## config.mk

```make
export PLATFORM = sky130hd
export DESIGN_NAME = phase_offset_tracker
export DESIGN_NICKNAME = d
export VERILOG_FILES = /design/src/rtl/phtrk_pkg.sv /design/src/rtl/phtrk_divider.sv /design/src/rtl/phtrk_unwrap.sv /design/src/rtl/phase_offset_tracker.sv
export SDC_FILE = /design/constraint.sdc
export NUM_CORES = 1
export LEC_CHECK = 0
export ABC_AREA = 1
export BUFFER_PORTS_ARGS = -buffer_cell sky130_fd_sc_hd__buf_2
export CAP_MARGIN = 15
export CORE_MARGIN = 10
export CORE_UTILIZATION = 45
export CTS_CLUSTER_SIZE = 8
export DETAILED_ROUTE_END_ITERATION = 8
export PLACE_DENSITY_LB_ADDON = 0.3
export SLEW_MARGIN = 20
export SYNTH_ARGS = -nofsm -noshare
export SYNTH_HDL_FRONTEND = slang
export SYNTH_HIERARCHICAL = 1
export SYNTH_SLANG_ARGS = --single-unit
```

## constraint.sdc

```tcl
create_clock -name clk -period 13.6 [get_ports clk]
set_input_delay 0.68 -clock clk [delete_from_list [all_inputs] [get_ports clk]]
set_output_delay 0.68 -clock clk [all_outputs]
set_load 0.01 [all_outputs]
```

## src/rtl/phtrk_pkg.sv

```systemverilog
package phtrk_pkg;

    localparam int PH_W = 32;

    typedef enum logic [1:0] {
        ST_IDLE    = 2'd0,
        ST_DIV_CLK = 2'd1,
        ST_DIV_FS  = 2'd2,
        ST_APPLY   = 2'd3
    } phtrk_state_e;

    typedef struct packed {
        logic signed [PH_W-1:0] rel_new;
        logic signed [PH_W-1:0] base_step;
    } phtrk_upd_t;

    function automatic logic is_neg(input logic signed [PH_W-1:0] v);
        return v[PH_W-1];
    endfunction

endpackage

```

## src/rtl/phtrk_divider.sv

```systemverilog
module phtrk_divider #(
    parameter int W = 32
) (
    input  logic         clk,
    input  logic         rst,
    input  logic         go,
    input  logic [W-1:0] dividend,
    input  logic [W-1:0] divisor,
    output logic [W-1:0] quotient,
    output logic         done
);
    localparam int CNT_W = $clog2(W + 1);

    logic [W:0]       rem_q;
    logic [W-1:0]     quo_q;
    logic [CNT_W-1:0] cnt_q;
    logic             run_q;

    logic [W:0]   shifted;
    logic [W+1:0] diff;

    assign shifted  = {rem_q[W-1:0], quo_q[W-1]};
    assign diff     = {1'b0, shifted} - {2'b00, divisor};
    assign quotient = quo_q;

    always_ff @(posedge clk) begin
        if (rst) begin
            rem_q <= '0;
            quo_q <= '0;
            cnt_q <= '0;
            run_q <= 1'b0;
            done  <= 1'b0;
        end else begin
            done <= 1'b0;
            if (go) begin
                rem_q <= '0;
                quo_q <= dividend;
                cnt_q <= CNT_W'(W);
                run_q <= 1'b1;
            end else if (run_q) begin
                if (diff[W+1]) begin
                    rem_q <= shifted;
                    quo_q <= {quo_q[W-2:0], 1'b0};
                end else begin
                    rem_q <= diff[W:0];
                    quo_q <= {quo_q[W-2:0], 1'b1};
                end
                cnt_q <= cnt_q - 1'b1;
                if (cnt_q == CNT_W'(1)) begin
                    run_q <= 1'b0;
                    done  <= 1'b1;
                end
            end
        end
    end
endmodule

```

## src/rtl/phtrk_unwrap.sv

```systemverilog
module phtrk_unwrap import phtrk_pkg::*; #(
    parameter int CAP_W       = 32,
    parameter int FRAME_UNITS = 1536
) (
    input  logic [CAP_W-1:0]       scaled,
    input  logic signed [PH_W-1:0] rel_old,
    output phtrk_upd_t             upd
);
    localparam logic signed [PH_W-1:0] FRAME_S = PH_W'(FRAME_UNITS);
    localparam logic signed [PH_W:0]   HALF_X  = (PH_W+1)'(FRAME_UNITS / 2);

    logic [PH_W-1:0]        scaled_w;
    logic signed [PH_W-1:0] rel_new;
    logic                   old_neg;
    logic                   new_neg;
    logic signed [PH_W:0]   old_x;
    logic signed [PH_W:0]   new_x;
    logic signed [PH_W:0]   jump;

    assign scaled_w = PH_W'(scaled);

    always_comb begin
        if (scaled_w > PH_W'(FRAME_UNITS / 2))
            rel_new = $signed(scaled_w) - FRAME_S;
        else
            rel_new = $signed(scaled_w);
    end

    assign old_neg = is_neg(rel_old);
    assign new_neg = is_neg(rel_new);
    assign old_x   = {rel_old[PH_W-1], rel_old};
    assign new_x   = {rel_new[PH_W-1], rel_new};
    assign jump    = new_neg ? (old_x - new_x) : (new_x - old_x);

    always_comb begin
        upd.rel_new   = rel_new;
        upd.base_step = '0;
        if ((old_neg != new_neg) && (jump > HALF_X))
            upd.base_step = new_neg ? FRAME_S : -FRAME_S;
    end
endmodule

```

## src/rtl/phase_offset_tracker.sv

```systemverilog
module phase_offset_tracker import phtrk_pkg::*; #(
    parameter int CAP_W             = 32,
    parameter int SAMPLES_PER_FRAME = 48,
    parameter int FRAC_BITS         = 5,
    parameter int QUEUE_W           = 4,
    parameter bit FREE_RUN          = 1'b1
) (
    input  logic                   clk,
    input  logic                   rst,
    input  logic                   sof_valid,
    input  logic [CAP_W-1:0]       sof_cap,
    input  logic [CAP_W-1:0]       fs_cap,
    input  logic                   start,
    input  logic [QUEUE_W-1:0]     start_blocks,
    output logic                   busy,
    output logic                   done,
    output logic signed [PH_W-1:0] rel_offset,
    output logic signed [PH_W-1:0] base_offset,
    output logic signed [PH_W-1:0] combined_offset
);
    localparam int FRAME_UNITS = SAMPLES_PER_FRAME << FRAC_BITS;
    localparam logic signed [PH_W-1:0] FRAME_S = PH_W'(FRAME_UNITS);
    localparam logic signed [PH_W-1:0] HALF_S  = PH_W'(FRAME_UNITS / 2);

    phtrk_state_e state_q;
    logic [CAP_W-1:0] fs_q;
    logic [CAP_W-1:0] scaled_q;
    logic [CAP_W-1:0] div_a_q;
    logic [CAP_W-1:0] div_b_q;
    logic             div_go_q;
    logic [CAP_W-1:0] div_quo;
    logic             div_done;
    logic [CAP_W-1:0] ticks_per_unit;
    logic             div_ready;

    logic signed [PH_W-1:0] blk_s;
    logic signed [PH_W-1:0] seed_base;
    logic signed [PH_W-1:0] next_base;
    phtrk_upd_t             upd;

    phtrk_divider #(.W(CAP_W)) div_i (
        .clk      (clk),
        .rst      (rst),
        .go       (div_go_q),
        .dividend (div_a_q),
        .divisor  (div_b_q),
        .quotient (div_quo),
        .done     (div_done)
    );

    phtrk_unwrap #(.CAP_W(CAP_W), .FRAME_UNITS(FRAME_UNITS)) unwrap_i (
        .scaled  (scaled_q),
        .rel_old (rel_offset),
        .upd     (upd)
    );

    assign ticks_per_unit = (div_quo == '0) ? CAP_W'(1) : div_quo;
    // A done seen while a new go is still pending belongs to an aborted run.
    assign div_ready = div_done && !div_go_q;
    assign blk_s     = PH_W'(start_blocks) - PH_W'(2);
    assign seed_base = blk_s * FRAME_S;
    assign next_base = base_offset + upd.base_step;
    assign busy      = (state_q != ST_IDLE);

    always_ff @(posedge clk) begin
        if (rst) begin
            state_q         <= ST_IDLE;
            fs_q            <= '0;
            scaled_q        <= '0;
            div_a_q         <= '0;
            div_b_q         <= '0;
            div_go_q        <= 1'b0;
            done            <= 1'b0;
            rel_offset      <= '0;
            base_offset     <= '0;
            combined_offset <= '0;
        end else begin
            div_go_q <= 1'b0;
            done     <= 1'b0;
            if (start) begin
                state_q         <= ST_IDLE;
                rel_offset      <= HALF_S;
                base_offset     <= seed_base;
                combined_offset <= seed_base + HALF_S;
            end else begin
                unique case (state_q)
                    ST_IDLE: begin
                        if (sof_valid) begin
                            fs_q <= fs_cap;
                            if (FREE_RUN) begin
                                div_a_q  <= sof_cap;
                                div_b_q  <= CAP_W'(FRAME_UNITS);
                                div_go_q <= 1'b1;
                                state_q  <= ST_DIV_CLK;
                            end else begin
                                scaled_q <= fs_cap;
                                state_q  <= ST_APPLY;
                            end
                        end
                    end
                    ST_DIV_CLK: begin
                        if (div_ready) begin
                            div_a_q  <= fs_q;
                            div_b_q  <= ticks_per_unit;
                            div_go_q <= 1'b1;
                            state_q  <= ST_DIV_FS;
                        end
                    end
                    ST_DIV_FS: begin
                        if (div_ready) begin
                            scaled_q <= div_quo;
                            state_q  <= ST_APPLY;
                        end
                    end
                    ST_APPLY: begin
                        rel_offset      <= upd.rel_new;
                        base_offset     <= next_base;
                        combined_offset <= next_base + upd.rel_new;
                        done            <= 1'b1;
                        state_q         <= ST_IDLE;
                    end
                    default: state_q <= ST_IDLE;
                endcase
            end
        end
    end
endmodule

```

* Word-level counts from Yosys, hierarchy flattened
Index checks and enable logic that the tools add are counted.
Widths: inputs -> output; s select.
** Word-level totals
- Output and inout bits :: 98
- Input bits :: 72
- Flip-flop bits (word level) :: 300
- Logic and storage cells :: 91
** Operators by class
- Multiplexer cells :: 35
- Multipliers :: 1
- Add/subtract/negate cells :: 9
- Bitwise operators :: 2
- Equal/unequal tests :: 8
- Magnitude comparators :: 2
- Reduce and logical (&&, ||, !) cells :: 16
** Operators with widths (number)
- $mux 32 :: 15
- $pmux 32 s2 :: 2
- $sub 32x32->33 :: 2
- $add 32x32->32 :: 2
- $sub 33x32->34 :: 1
- $gt 33x11->1 const B :: 1
- $mux 33 :: 1
- $gt 32x10->1 const B :: 1
- $logic_not 32->1 :: 1
- $sub 32x12->32 const B :: 1
- $mux 10 :: 2
- $add 17x11->18 const B :: 1
- $mux 6 :: 2
- $reduce_and 3->1 :: 3
- $mul 5x3->8 const B :: 1
- $mux 1 :: 8
- $pmux 2 s4 :: 1
- $reduce_bool 2->1 :: 4
- $eq 6x1->1 const B :: 1
- $mux 2 :: 3
- $ne 2x2->1 const B :: 3
- $sub 6x1->6 const B :: 1
- $sub 4x2->5 const B :: 1
- $eq 2x2->1 const B :: 2
- 10 further kinds :: 13

* Depth between registers and ports, before layout
- Word-level depth :: 11
- Gate-level depth with buffers :: 60
- Gate-level depth less buffers :: 59

* Modules after synthesis
The synthesis kept the hierarchy.
** By module, submodules not included
- phase_offset_tracker :: area each 12683.4 µm², times used 1, cells an instance 1829, seq. area each 4564.4 µm²
- phtrk_divider :: area each 5868.1 µm², times used 1, cells an instance 976, seq. area each 1441.4 µm²
- phtrk_unwrap :: area each 5102.4 µm², times used 1, cells an instance 988, seq. area each 0.0 µm²

* Least setup slack after synthesis
No wires, ideal clock.
- Path type :: register -> register
- Start :: register scaled_q[16]
- End :: register combined_offset[26]
- Library setup time :: 0.122 ns
- Setup slack :: 6.737 ns
- Stages on the path, launching flop included :: 55
- Data arrival time :: 6.741 ns
- Data required time :: 13.478 ns
- Buffers on the path :: 1
- Period minus slack after synthesis :: 6.863 ns
- Path through :: dfxtp_1 -> inv_2 -> nand2_2 -> nor2_1 -> nand2_1 -> nor2_2 -> nand2_2 -> buf_6 -> nand3_1 -> nor2_1 -> inv_1 -> nor2_1 -> nand2_1 -> xor2_1 -> inv_1 -> ha_1 -> nand2_1 -> nor2_1 -> [19 not listed] -> a21oi_1 -> nand3_2 -> nand2_1 -> nand2_2 -> nand2_1 -> nand2_1 -> or2_1 -> and2_1 -> ha_1 -> nand2_1 -> nor2_1 -> nand2_1 -> nor4_1 -> nand2_1 -> o211ai_1 -> nand2_1 -> nand3_1 -> a21oi_2
** RTL lines
- start, declared :: line phase_offset_tracker.sv:27 : logic [CAP_W-1:0] scaled_q;
- start signal, assigned :: line phase_offset_tracker.sv:96 : scaled_q <= fs_cap;
- start signal, assigned :: line phase_offset_tracker.sv:111 : scaled_q <= div_quo;
- end signal, assigned :: line phase_offset_tracker.sv:84 : combined_offset <= seed_base + HALF_S;
- end signal, assigned :: line phase_offset_tracker.sv:118 : combined_offset <= next_base + upd.rel_new;
- end, declared :: line phase_offset_tracker.sv:19 : output logic signed [PH_W-1:0] combined_offset

==> impl_metrics.py <==
metrics = {
    "status": {
        "status": "completed",
    },
    "clock_tree": {
        "cts_tree": "done",
        "path_clk_slew_ns": 0.05,
        "clock_latency_ns": 0.60,
        "cts.sinks": 300,
        "cts_root_buf": "clkbuf_16",
        "clock_path_buffers": 3,
        "numCtsBuffers": 44,
        "htreeDepth": 2,
        "cts_setup_buffers": 0,
        "cts_hold_buf": 0,
        "cts_resized": 0,
    },
    "floorplanning": {
        "die_area_um2": 62100,
        "chipWidth_um": 249,
        "die_y_um": 249,
        "core_region_area_um2": 51700,
        "start_util_pct": 45.7,
        "rows": 83,
        "io_pins": 170,
    },
    "setup_path": {
        "r2r_slack_ns": 5.40,
        "critPathTopFamily": "simple AND/OR/NAND/NOR gates",
        "path_max_fanout": 21,
        "critPathCaptureType": "register",
        "crit_top_cell": "nand2_1",
        "crit_slowest_cell": "dfxtp_1",
        "start_kind": "register",
        "worstSetupPathType": "reg2reg",
        "cp.arrival_ns": 8.64,
        "cpPeakStageDelay_ns": 0.53,
        "crit_required_ns": 14.04,
        "critPathBufInv": 6,
    },
    "worst_hold_path": {
        "hp-class": "in2reg",
    },
    "global_route": {
        "grt_pass1_wl_um": 126000,
        "gr-usage-all-layers_pct": 24.8,
        "grt_pass1_vias": 22700,
        "antenna_found_initial": 4,
        "grt_max_degree": 111,
        "grt_overflow": 0,
    },
    "placement": {
        "globalplace.congestion": 1.02,
        "dp.cells": 4508,
        "io_buffers": 169,
        "hpwl_um": 63000,
    },
    "detailed_routing": {
        "ant_nets": 0,
        "via_count": 24600,
        "wl_per_cell_um": 17.7,
        "dr.pass1.iters": 6,
        "drc": 0,
        "viasPerCell": 5.39,
        "routed_wirelength_um": 80800,
        "drt_iter0_markers": 2083,
    },
    "cells_and_area": {
        "fill_cells": 5491,
        "final_nets": 4121,
        "drive_above_1_share_pct": 9.56,
        "syn2layout_area_growth_pct": 9.29,
        "seqCellArea_um2": 6010,
        "multiInputGateArea_um2": 14900,
        "final_cells": 4561,
    },
    "synthesis": {
        "synth_edf_count": 0,
        "yosysWarningCount": 6,
        "synth_flop_cell": "dfxtp_1",
        "synth_top_area_share_pct": 25.4,
        "synthTopCellsByCount": "nand2_1, inv_1, nor2_1",
        "yosysSeqAreaShare_pct": 25.4,
        "syn-cell-area_um2": 23700,
        "synth_largest_area_cell": "dfxtp_1",
        "synth.area.top_cells": "dfxtp_1, nand2_1, ha_1",
        "async_reset_ff_share_pct": 0,
        "ys_seq_elements": 300,
        "avgSynthCellArea_um2": 6.24,
        "synth.distinct_cells": 62,
        "synth.most_common_cell": "nand2_1",
        "syn_inst": 3793,
    },
    "power_and_ir_drop": {
        "p_leak_uw": 0.0131,
        "p_per_area_nw_per_um2": 204,
        "ir_drop_uv": 485,
    },
    "sta": {
        "finalMaxSlewViolations": 0,
        "setup-tns-final_ns": 0,
        "rsz0062_at_grt": "false",
        "tightest_slew_ns": 1.08,
        "post-route-min-period_ns": 8.20,
        "hold_viol_final": 0,
        "setup_viol": 0,
        "finClkSkew_ns": 0.0518,
        "fin_crit_sh_pct": 60.3,
        "max_slew_margin_pct": 27.6,
        "fmax_ghz": 0.122,
    },
    "flow_run": {
        "drv_cap": 0,
    },
}
## logic make-up (layout without fill, tap and decap cells)
logic type | Yosys count | in the layout | share of synthesized area, %
fa+ha+maj | 175 | 175 | 9.45
simple gates | 1860 | 1860 | 33.3
xor+xnor | 70 | 70 | 2.69
flops | 300 | 300 | 25.4
other cells | 1 | 10 | 0.0159
buf+inv | 665 | 744 | 11.7
compound gates | 721 | 721 | 17.4
mux | 1 | 1 | 0.0423
## cell usage in the layout (no fill, tap or decap), drive strengths merged, types with 30 or more instances in the layout
| cell | count |
|---|---|
| dfxtp | 300 |
| nor2 | 454 |
| a31oi | 53 |
| inv | 501 |
| nand3 | 197 |
| nand3b | 37 |
| a21oi | 325 |
| nand4 | 30 |
| clkbuf | 47 |
| ha | 169 |
| o21ai | 238 |
| buf | 186 |
| xor2 | 46 |
| o221ai | 30 |
| nand2 | 1070 |
## metal layers
layer | part of all wire, % | global-route usage (%) | up-vias
met1 | 45 | 32.9 | 11200
met4 | 3.2 | 8.72 | 2
met3 | 7.2 | 4.25 | 152
li1 | - | - | 12400
met5 | 0.021 | 0 | -
met2 | 45 | 39.6 | 853
## state kept, by name, indices dropped and copies added (netlist names), 2 cells and up
signal	flops
base_offset	32
combined_offset	32
div_a_q	32
div_b_q	32
div_i/cnt_q	6
div_i/quotient	32
div_i/rem_q	32
fs_q	32
rel_offset	32
scaled_q	32
state_q	2
## worst min-delay path: cells and delay by family
family | cells | cell delay [ns]
buf+inv | 1 | 0.07
simple gates | 2 | 0.11
## final timing paths
path / startpoint / end / cells past startpoint
max: scaled_q[8]$_SDFFE_PP0P_ / combined_offset[26]$_SDFFE_PP0P_ / 49
min: fs_cap[25] / fs_q[25]$_SDFFE_PP0P_ / 3
max reg2reg: scaled_q[8]$_SDFFE_PP0P_ / combined_offset[26]$_SDFFE_PP0P_ / 49
min reg2reg: combined_offset[0]$_SDFFE_PP0P_ / combined_offset[0]$_SDFFE_PP0P_ / 2
## cell type report
class | count | share of cell area (%)
clock inverters | 5 | 0.363
inverters | 506 | 7.35
clock buffers | 47 | 4.30
well taps | 680 | 3.29
repair buffers | 186 | 3.77
diodes | 1 | 0.00968
flip-flops and latches | 300 | 23.2
multi-input cells | 2836 | 57.7
## power breakdown
group / internal [µW] / leakage, µW / switching, µW / total (µW)
registers: 959 / 0.00244 / 68.7 / 1030
logic: 1050 / 0.0100 / 2190 / 3240
clock network: 579 / 0.000586 / 418 / 998
## stage by stage
step                      hold WS, ns  total power, µW  util [%]  setup WS, ns  area [µm²]
after floorplan                 0.445             3680         -          6.74       23700
after global placement          0.453             4220      47.7          5.64       24600
after global routing            0.309             5770      50.0          4.59       25800
after CTS                       0.290             5260      50.0          5.54       25800
final                           0.310             5260      50.0          5.40       25900
after detailed placement        0.454             4240      47.7          5.62       24600
(Power assumes the default switching activity.)
